### config.mk
export PLATFORM = sky130hd
export DESIGN_NAME = lite_core
export DESIGN_NICKNAME = d
export VERILOG_FILES = /design/src/rtl/lite_core_pkg.sv /design/src/rtl/lite_core_decode.sv /design/src/rtl/lite_core_regfile.sv /design/src/rtl/lite_core_alu.sv /design/src/rtl/lite_core_next_pc.sv /design/src/rtl/lite_core.sv
export SDC_FILE = /design/constraint.sdc
export NUM_CORES = 2
export LEC_CHECK = 0
export BUFFER_PORTS_ARGS = -buffer_cell sky130_fd_sc_hd__buf_2
export CORE_MARGIN = 2
export CORE_UTILIZATION = 55
export CTS_CLUSTER_SIZE = 28
export DETAILED_ROUTE_END_ITERATION = 6
export GPL_ROUTABILITY_DRIVEN = 0
export PLACE_DENSITY = 0.72
export SLEW_MARGIN = 20
export SYNTH_ARGS = -nofsm -noshare
export SYNTH_HDL_FRONTEND = slang
export SYNTH_HIERARCHICAL = 1
export SYNTH_SLANG_ARGS = --single-unit
### constraint.sdc
create_clock -name clk -period 18.4 [get_ports clk]
set_clock_uncertainty 0.15 [all_clocks]
set_input_delay 0.92 -clock clk [delete_from_list [all_inputs] [get_ports clk]]
set_output_delay 0.92 -clock clk [all_outputs]
set_load 0.02 [all_outputs]
### src/rtl/lite_core_pkg.sv
package lite_core_pkg;

    localparam int INSTR_W   = 32;
    localparam int REG_AW    = 5;
    localparam int REG_COUNT = 1 << REG_AW;
    localparam int IMM_W     = 16;
    localparam int TGT_W     = 26;

    localparam logic [5:0] OP_RTYPE = 6'b000000;
    localparam logic [5:0] OP_ORI   = 6'b001101;
    localparam logic [5:0] OP_LW    = 6'b100011;
    localparam logic [5:0] OP_SW    = 6'b101011;
    localparam logic [5:0] OP_BEQ   = 6'b000100;
    localparam logic [5:0] OP_JMP   = 6'b000010;

    localparam logic [5:0] FN_ADDU  = 6'b100001;
    localparam logic [5:0] FN_SUBU  = 6'b100011;

    typedef enum logic [2:0] {
        K_NOP,
        K_ADDU,
        K_SUBU,
        K_ORI,
        K_LOAD,
        K_STORE,
        K_BEQ,
        K_JUMP
    } instr_kind_e;

    typedef enum logic [1:0] {
        ALU_ADD,
        ALU_SUB,
        ALU_OR
    } alu_op_e;

    typedef struct packed {
        logic    dst_rd;
        logic    src_imm;
        logic    ext_sign;
        alu_op_e alu_op;
        logic    wb_mem;
        logic    reg_we;
        logic    mem_we;
        logic    branch;
        logic    jump;
    } ctrl_t;

endpackage

### src/rtl/lite_core_decode.sv
module lite_core_decode
    import lite_core_pkg::*;
(
    input  logic [5:0] op,
    input  logic [5:0] funct,
    output instr_kind_e kind,
    output ctrl_t      ctrl
);

    always_comb begin
        kind = K_NOP;
        unique case (op)
            OP_RTYPE: begin
                case (funct)
                    FN_ADDU: kind = K_ADDU;
                    FN_SUBU: kind = K_SUBU;
                    default: kind = K_NOP;
                endcase
            end
            OP_ORI:  kind = K_ORI;
            OP_LW:   kind = K_LOAD;
            OP_SW:   kind = K_STORE;
            OP_BEQ:  kind = K_BEQ;
            OP_JMP:  kind = K_JUMP;
            default: kind = K_NOP;
        endcase
    end

    always_comb begin
        ctrl = '0;
        ctrl.alu_op = ALU_ADD;
        unique case (kind)
            K_ADDU: begin
                ctrl.dst_rd = 1'b1;
                ctrl.reg_we = 1'b1;
                ctrl.alu_op = ALU_ADD;
            end
            K_SUBU: begin
                ctrl.dst_rd = 1'b1;
                ctrl.reg_we = 1'b1;
                ctrl.alu_op = ALU_SUB;
            end
            K_ORI: begin
                ctrl.src_imm = 1'b1;
                ctrl.reg_we  = 1'b1;
                ctrl.alu_op  = ALU_OR;
            end
            K_LOAD: begin
                ctrl.src_imm  = 1'b1;
                ctrl.ext_sign = 1'b1;
                ctrl.wb_mem   = 1'b1;
                ctrl.reg_we   = 1'b1;
            end
            K_STORE: begin
                ctrl.src_imm  = 1'b1;
                ctrl.ext_sign = 1'b1;
                ctrl.mem_we   = 1'b1;
            end
            K_BEQ: begin
                ctrl.alu_op = ALU_SUB;
                ctrl.branch = 1'b1;
            end
            K_JUMP: begin
                ctrl.jump = 1'b1;
            end
            K_NOP: begin
                ctrl = '0;
            end
        endcase
    end

endmodule

### src/rtl/lite_core_regfile.sv
module lite_core_regfile #(
    parameter int DATA_W = 32,
    parameter int ADDR_W = 5
) (
    input  logic              clk,
    input  logic              rst_n,
    input  logic [ADDR_W-1:0] ra,
    input  logic [ADDR_W-1:0] rb,
    input  logic [ADDR_W-1:0] wa,
    input  logic              we,
    input  logic [DATA_W-1:0] wd,
    output logic [DATA_W-1:0] bus_a,
    output logic [DATA_W-1:0] bus_b
);

    localparam int DEPTH = 1 << ADDR_W;

    logic [DATA_W-1:0] q [DEPTH];

    for (genvar g = 0; g < DEPTH; g++) begin : g_reg
        if (g == 0) begin : g_zero
            assign q[g] = '0;
        end else begin : g_flop
            always_ff @(posedge clk or negedge rst_n) begin
                if (!rst_n) begin
                    q[g] <= '0;
                end else if (we && (wa == ADDR_W'(g))) begin
                    q[g] <= wd;
                end
            end
        end
    end

    assign bus_a = q[ra];
    assign bus_b = q[rb];

endmodule

### src/rtl/lite_core_alu.sv
module lite_core_alu
    import lite_core_pkg::*;
#(
    parameter int DATA_W = 32
) (
    input  alu_op_e           op,
    input  logic [DATA_W-1:0] a,
    input  logic [DATA_W-1:0] b,
    output logic [DATA_W-1:0] y,
    output logic              zero
);

    always_comb begin
        unique case (op)
            ALU_ADD: y = a + b;
            ALU_SUB: y = a - b;
            ALU_OR:  y = a | b;
            default: y = '0;
        endcase
    end

    assign zero = (y == '0);

endmodule

### src/rtl/lite_core_next_pc.sv
module lite_core_next_pc #(
    parameter int PC_W  = 32,
    parameter int IMM_W = 16,
    parameter int TGT_W = 26
) (
    input  logic [PC_W-1:0]  pc,
    input  logic [IMM_W-1:0] imm,
    input  logic [TGT_W-1:0] target,
    input  logic             branch,
    input  logic             equal,
    input  logic             jump,
    output logic [PC_W-1:0]  pc_next
);

    localparam int HI_W = PC_W - TGT_W - 2;

    logic [PC_W-1:0] pc_seq;
    logic [PC_W-1:0] br_off;
    logic [PC_W-1:0] pc_br;
    logic [PC_W-1:0] pc_jmp;

    assign pc_seq = pc + PC_W'(4);
    assign br_off = {{(PC_W-IMM_W-2){imm[IMM_W-1]}}, imm, 2'b00};
    assign pc_br  = pc_seq + br_off;
    assign pc_jmp = {pc_seq[PC_W-1 -: HI_W], target, 2'b00};

    always_comb begin
        if (jump) begin
            pc_next = pc_jmp;
        end else if (branch && equal) begin
            pc_next = pc_br;
        end else begin
            pc_next = pc_seq;
        end
    end

endmodule

### src/rtl/lite_core.sv
module lite_core
    import lite_core_pkg::*;
#(
    parameter int DATA_W = 32
) (
    input  logic              clk,
    input  logic              rst_n,
    output logic [31:0]       imem_addr,
    input  logic [31:0]       imem_data,
    output logic [DATA_W-1:0] dmem_addr,
    output logic [DATA_W-1:0] dmem_wdata,
    output logic              dmem_we,
    input  logic [DATA_W-1:0] dmem_rdata
);

    localparam int PC_W = INSTR_W;

    logic [PC_W-1:0]   pc_q;
    logic [PC_W-1:0]   pc_d;

    logic [5:0]        f_op;
    logic [REG_AW-1:0] f_rs;
    logic [REG_AW-1:0] f_rt;
    logic [REG_AW-1:0] f_rd;
    logic [5:0]        f_funct;
    logic [IMM_W-1:0]  f_imm;
    logic [TGT_W-1:0]  f_tgt;

    instr_kind_e       kind;
    ctrl_t             ctrl;

    logic [DATA_W-1:0] bus_a;
    logic [DATA_W-1:0] bus_b;
    logic [DATA_W-1:0] imm_ext;
    logic [DATA_W-1:0] alu_b;
    logic [DATA_W-1:0] alu_y;
    logic              alu_zero;
    logic [DATA_W-1:0] wb_data;
    logic [REG_AW-1:0] wb_addr;

    logic              unused_fields;

    assign f_op    = imem_data[31:26];
    assign f_rs    = imem_data[25:21];
    assign f_rt    = imem_data[20:16];
    assign f_rd    = imem_data[15:11];
    assign f_funct = imem_data[5:0];
    assign f_imm   = imem_data[15:0];
    assign f_tgt   = imem_data[25:0];

    assign unused_fields = ^{imem_data[10:6], kind};

    lite_core_decode u_decode (
        .op    (f_op),
        .funct (f_funct),
        .kind  (kind),
        .ctrl  (ctrl)
    );

    lite_core_regfile #(
        .DATA_W (DATA_W),
        .ADDR_W (REG_AW)
    ) u_regs (
        .clk   (clk),
        .rst_n (rst_n),
        .ra    (f_rs),
        .rb    (f_rt),
        .wa    (wb_addr),
        .we    (ctrl.reg_we),
        .wd    (wb_data),
        .bus_a (bus_a),
        .bus_b (bus_b)
    );

    always_comb begin
        if (ctrl.ext_sign) begin
            imm_ext = {{(DATA_W-IMM_W){f_imm[IMM_W-1]}}, f_imm};
        end else begin
            imm_ext = {{(DATA_W-IMM_W){1'b0}}, f_imm};
        end
    end

    assign alu_b = ctrl.src_imm ? imm_ext : bus_b;

    lite_core_alu #(
        .DATA_W (DATA_W)
    ) u_alu (
        .op   (ctrl.alu_op),
        .a    (bus_a),
        .b    (alu_b),
        .y    (alu_y),
        .zero (alu_zero)
    );

    assign wb_addr = ctrl.dst_rd ? f_rd : f_rt;
    assign wb_data = ctrl.wb_mem ? dmem_rdata : alu_y;

    lite_core_next_pc #(
        .PC_W  (PC_W),
        .IMM_W (IMM_W),
        .TGT_W (TGT_W)
    ) u_npc (
        .pc      (pc_q),
        .imm     (f_imm),
        .target  (f_tgt),
        .branch  (ctrl.branch),
        .equal   (alu_zero),
        .jump    (ctrl.jump),
        .pc_next (pc_d)
    );

    always_ff @(posedge clk or negedge rst_n) begin
        if (!rst_n) begin
            pc_q <= '0;
        end else begin
            pc_q <= pc_d;
        end
    end

    assign imem_addr  = pc_q;
    assign dmem_addr  = alu_y;
    assign dmem_wdata = bus_b;
    assign dmem_we    = ctrl.mem_we;

endmodule

== Word-level counts from Yosys, hierarchy flattened ==
Index checks and enable logic that the tools add are counted.

* Reduce and logical (&&, ||, !) cells: 40
* Muxes and demuxes: 24
* Add/sub/neg operators: 4
* Bitwise operators: 3
* Equal/unequal tests: 47
* $lt $le $gt $ge: 2

{| class="wikitable"
|+ Operators by type and width
! cell !! number
|-
| 32-bit binary-select mux with 5-bit select || 2
|-
| 32-bit 2-to-1 mux || 9
|-
| 32-bit one-hot mux with 3 select lines || 1
|-
| 5-bit == test (second input constant) || 16
|-
| 32-bit adder || 2
|-
| 5-bit by 4-bit == test with 1-bit output (second input constant) || 8
|-
| 32-bit by 3-bit adder with 32-bit output (second input constant) || 1
|-
| 1-bit logical AND || 32
|-
| 32-bit zero test || 1
|-
| 32-bit bitwise OR || 1
|-
| 32-bit subtractor || 1
|-
| 6-bit == test (second input constant) || 4
|-
| 5-bit by 3-bit == test with 1-bit output (second input constant) || 4
|-
| 3-bit one-hot mux with 6 select lines || 1
|-
| 3-bit == test (second input constant) || 4
|-
| 6-bit >= comparator (second input constant) || 2
|-
| 5-bit inverter with 6-bit output || 2
|-
| 5-bit by 2-bit == test with 1-bit output (second input constant) || 2
|-
| 1-bit 2-to-1 mux || 8
|-
| 2-bit one-hot mux with 2 select lines || 2
|-
| 3-bit by 2-bit == test with 1-bit output (second input constant) || 2
|-
| 6-bit by 2-bit == test with 1-bit output (second input constant) || 1
|-
| 6-bit by 3-bit == test with 1-bit output (second input constant) || 1
|-
| 6-bit by 4-bit == test with 1-bit output (second input constant) || 1
|-
| other kinds (10) || 12
|}

* Output and inout bits: 97
* Bits in registers: 1024
* Bits of input ports: 66

== Depth between registers and ports, before layout ==
* Depth in word-level cells: 14
* Mapped depth: 34

== Cells and area by module ==
The synthesis kept the hierarchy.

{| class="wikitable"
|+ Modules (own cells, without submodules)
! module !! cells each !! instances !! area each (um^2)
|-
| lite_core_regfile || 3639 || 1 || 53226.0
|-
| lite_core_alu || 536 || 1 || 3427.0
|-
| lite_core_next_pc || 415 || 1 || 2879.0
|-
| lite_core || 127 || 1 || 1830.5
|-
| lite_core_decode || 37 || 1 || 225.2
|}

== Worst setup path after synthesis ==
Ideal clock, no wire load.

* Kind: input -> register
* Start: input imem_data[18]
* End: register pc_q[26], in the netlist imem_addr[26]
* Path slack: 10.206 ns
* Required time: 18.122 ns
* Stages: 32
* Arrival: 7.917 ns
* Path through: clkbuf_1 > buf_2 > clkbuf_1 > mux4_2 > a22o_1 > o21ai_1 > o31ai_1 > mux2_4 > nor4_1 > nand2b_1 > nor3_1 > nand3b_1 > or2_2 > o41ai_1 > xor2_1 > ha_1 > clkbuf_1 > and4_1 > nand2_1 > a2111oi_0 > or3_1 > mux2i_1 > o31ai_1 > nor4_1 > nand4_1 > nor4_2 > and2_1 > clkbuf_1 > buf_1 > nand2_1 > nor3_1 > nor4_2

* Word-level cells in the longest chain between the ends: 11
* Elaborated cells on any way between the ends: 13
* Those cells by class: add/sub: 2; mux: 7; bitwise: 2; reduce/logical: 2

{| class="wikitable"
|+ RTL lines
! element !! RTL line !! source
|-
| start: declaration || lite_core.sv:9 || <nowiki>input logic [31:0] imem_data,</nowiki>
|-
| 5-bit inverter with 6-bit output (not written as such) (*) || lite_core_regfile.sv:35 || <nowiki>assign bus_b = q[rb];</nowiki>
|-
| 32-bit binary-select mux with 5-bit select (*) || lite_core_regfile.sv:35 ||
|-
| 32-bit 2-to-1 mux (not written as such) (*) (2 in a row) || lite_core_regfile.sv:35 ||
|-
| named net dmem_wdata[4] || lite_core.sv:11 || <nowiki>output logic [DATA_W-1:0] dmem_wdata,</nowiki>
|-
| 32-bit 2-to-1 mux (*) || lite_core.sv:83 || <nowiki>assign alu_b = ctrl.src_imm ? imm_ext : bus_b;</nowiki>
|-
| named net alu_b[4] || lite_core.sv:35 || <nowiki>logic [DATA_W-1:0] alu_b;</nowiki>
|-
| 32-bit subtractor or 32-bit adder (tied branches) || lite_core_alu.sv:16, lite_core_alu.sv:15 ||
|-
| 32-bit one-hot mux with 3 select lines (*) || lite_core_alu.sv:14 || <nowiki>unique case (op)</nowiki>
|-
| named net dmem_addr[24] || lite_core.sv:10 || <nowiki>output logic [DATA_W-1:0] dmem_addr,</nowiki>
|-
| 32-bit zero test (*) || lite_core_alu.sv:22 || <nowiki>assign zero = (y == '0);</nowiki>
|-
| named net alu_zero || lite_core.sv:37 || <nowiki>logic alu_zero;</nowiki>
|-
| 1-bit logical AND (*) || lite_core_next_pc.sv:30 || <nowiki>end else if (branch && equal) begin</nowiki>
|-
| 32-bit 2-to-1 mux (*) || lite_core_next_pc.sv:30 ||
|-
| 32-bit 2-to-1 mux (*) || lite_core_next_pc.sv:28 || <nowiki>if (jump) begin</nowiki>
|-
| named net pc_d[26] || lite_core.sv:19 || <nowiki>logic [PC_W-1:0] pc_d;</nowiki>
|-
| end signal: assignment || lite_core.sv:116 || <nowiki>pc_q <= pc_d;</nowiki>
|-
| end: declaration || lite_core.sv:18 || <nowiki>logic [PC_W-1:0] pc_q;</nowiki>
|}

Mark *: on every way through the listed nets, which the timed path passes. The rest lies on a longest branch. The select of a mux whose other input is x is not followed.
A chain may end at the register's enable or synchronous reset.

== Worst setup path in the final report ==
* Start: input imem_data[18]
* End: register pc_q[26], in the netlist imem_addr[26]

* Word-level cells in the longest chain between the ends: 11
* Elaborated cells on any way between the ends: 13
* Those cells by class: add/sub: 2; mux: 7; bitwise: 2; reduce/logical: 2

{| class="wikitable"
|+ RTL lines
! element !! RTL line !! source
|-
| 5-bit inverter with 6-bit output (not written as such) (*) || lite_core_regfile.sv:35 ||
|-
| 32-bit binary-select mux with 5-bit select (*) || lite_core_regfile.sv:35 ||
|-
| 32-bit 2-to-1 mux (not written as such) (*) (2 in a row) || lite_core_regfile.sv:35 ||
|-
| 32-bit 2-to-1 mux (*) || lite_core.sv:83 ||
|-
| named net alu_b[4] || lite_core.sv:35 ||
|-
| 32-bit subtractor, or another cell as far along || lite_core_alu.sv:16 || <nowiki>ALU_SUB: y = a - b;</nowiki>
|-
| 32-bit one-hot mux with 3 select lines (*) || lite_core_alu.sv:14 ||
|-
| 32-bit zero test (*) || lite_core_alu.sv:22 ||
|-
| named net alu_zero || lite_core.sv:37 ||
|-
| 1-bit logical AND (*) || lite_core_next_pc.sv:30 ||
|-
| 32-bit 2-to-1 mux (*) || lite_core_next_pc.sv:30 ||
|-
| 32-bit 2-to-1 mux (*) || lite_core_next_pc.sv:28 ||
|-
| named net pc_d[26] || lite_core.sv:19 ||
|}

Marked as above.

==> results.yml <==
run_status:
  status: "complete, no violations"
grt:
  grt_max_degree: 180
  gr-total-overflow: 0
  antenna_found_initial: 10
  top_usage_layer: "met2"
  grt_util_all_layers: 0.354
  grt_util_met1: 0.474
  met3_usage: 0.0939
  grt.met2_usage: 0.522
  grt_pass1_vias: 44300
  grt_pass1_wl_mm: 301
cts:
  cts_buffers: 109
  cts_tree: "done"
  clk_latency_ns: 0.73
  post-cts-setup-buffers: 0
  hold_buffers: 0
  htreeDepth: 3
  cts.sinks: 1024
  cts-resized-gates: 0
  clock_tree.root_cell: "clkbuf_16"
  cts_buffer_depth: 3
  clkTransAtPathRegs_ns: 0.06
floorplan:
  start_util: 0.556
  core_area_um2: 111000
  top_level_ports: 163
  die-area_um2: 115000
  die_h_um: 339
  num_rows: 122
  die_w_um: 339
place:
  port_buffers: 162
  dp_hpwl_mm: 124
  place_area_um2: 63100
critical_path:
  critPathMaxFanout: 53
  reg2reg_depth: 27
  slowest_stage: "and2_1"
  r2r_setup_slack_ns: 9.19
  worst-endpoint-required_ns: 18.82
  crit_arrival_ns: 10.79
  r2r-start: "u_regs/q[516]"
  max_stage_delay_ns: 0.89
  timing.rr.end: "imem_addr[26]"
  worstSetupPathType: "in -> reg"
  setup.worst_path.end_class: "register"
  start_kind: "input port"
drt:
  routed_wl_mm: 205
  ant_nets: 0
  drt_iter0_drc: 5266
  wl_per_cell_um: 32.9
  drtPass1Iterations: 6
  dr_total_vias: 44700
  viasPerCell: 7.17
  drc_errors: 0
timing:
  hold_viol_final: 0
  tightest_slew_ns: 1.29
  fin_crit_sh: 0.564
  finalSetupViolations: 0
  grt_setup_unrepaired: "no"
  fin_crit_ns: 10.37
  maxSlewHeadroom: 0.131
  max_freq_ghz: 0.0964
  setup_tns_ns: 0
  slew_violations: 0
power:
  clkPwrFrac: 0.379
  combPwrFrac: 0.206
  leakagePower_nw: 30.7
  power.switching_w: 0.00181
  power_density_nw_per_um2: 88.1
  power.internal_w: 0.00407
  ir_drop_mv: 0.0900
  p_seq_frac: 0.416
  netSwitchingFraction: 0.308
finish:
  synthToLayoutAreaGrowth_pct: 8.38
  fin_area_um2: 66700
  layout.nets: 4799
  drive_gt1_frac: 0.403
yosys:
  ys_warn_count: 6
  synth_area_per_cell_um2: 13.0
  synth_cells: 4749
  syn-num-nets: 4887
  mappedNetlistArea_um2: 61600
min_path:
  hold_class: "in -> async"
job:
  cap_viol_max_count: 0
## per-layer routing
layer  wire length (um)  vias up  part of all wire
met5                 45        -           0.00022
met4              13800        8             0.067
met3              22500      729              0.11
met2              89900     2758              0.44
met1              78700    23200              0.38
li1                   -    18000                 -
## worst max-delay path, delay by kind of cell
kind	cells	cell delay [ns]
compound gates	10	2.21
buf+inv	4	1.81
fa+ha+maj	1	0.43
xor+xnor	1	0.14
simple gates	12	4.73
mux	1	0.37
## flip-flops by register name, indices dropped and copies added, names as in the netlist
name	flops
imem_addr	32
u_regs/q	992
## power groups by stage
stage / clock, W / combinational, W / sequential [W]
6_report: 0.00222 / 0.00121 / 0.00244
5_1_grt: 0.00235 / 0.00128 / 0.00246
4_1_cts: 0.00225 / 0.00118 / 0.00244
3_5_place_dp: 0 / 0.00117 / 0.00248
3_3_place_gp: 0 / 0.00116 / 0.00247
2_1_floorplan: 0 / 0.000790 / 0.00248
## cell type report
cell class,instances,area [um^2]
Timing Repair Buffer,260,1630
Sequential cell,1024,25600
Clock inverter,39,403
Inverter,50,189
Clock buffer,158,3180
Fill cell,8723,44100
Multi-Input combinational cell,3216,33800
Tap cell,1488,1860
Antenna cell,5,12.5
## cells in the final DEF (no fill, tap or decap), drive strengths merged, types with 7 or more instances in the layout
cell type / n
nand2b: 14
o22ai: 69
mux4: 384
o21a: 27
nor4: 14
xnor2: 60
and3: 38
inv: 50
o211ai: 12
xor2: 31
a21o: 23
ha: 70
a22o: 191
or3: 24
and2: 41
nand2: 166
o31a: 7
mux2i: 170
nor3b: 9
nor3: 37
o21bai: 9
nand3: 24
o31ai: 80
buf: 260
o21ai: 158
a21oi: 100
a31oi: 10
clkinvlp: 8
a211oi: 78
dfrtp: 1024
clkinv: 25
nand4: 27
nor2b: 23
nor2: 119
and4: 9
clkbuf: 158
mux2: 1114
## worst max-delay path by stage
stage                  start            end  slack, ns  cells after the start
2_1_floorplan  imem_data[18]  imem_addr[26]      10.21                     32
3_3_place_gp   imem_data[16]  imem_addr[26]       7.70                     29
3_5_place_dp   imem_data[16]  imem_addr[26]       7.37                     27
4_1_cts        imem_data[16]  imem_addr[26]       8.14                     27
5_1_grt        imem_data[16]  imem_addr[26]       7.42                     27
6_report       imem_data[18]  imem_addr[26]       8.03                     29
## metrics by stage
step | cells | util | power, W | setup slack, ns | hold slack (ns)
after global placement | 6038 | 0.570 | 0.00364 | 7.70 | 0.328
after floorplan | 4749 | - | 0.00327 | 10.21 | 0.320
after CTS | 6235 | 0.602 | 0.00587 | 8.14 | 0.109
after detailed placement | 6038 | 0.570 | 0.00365 | 7.37 | 0.340
after global routing | 6239 | 0.602 | 0.00608 | 7.42 | 0.140
final | 6240 | 0.602 | 0.00588 | 8.03 | 0.0635
Power figures use the tool's default switching activity.
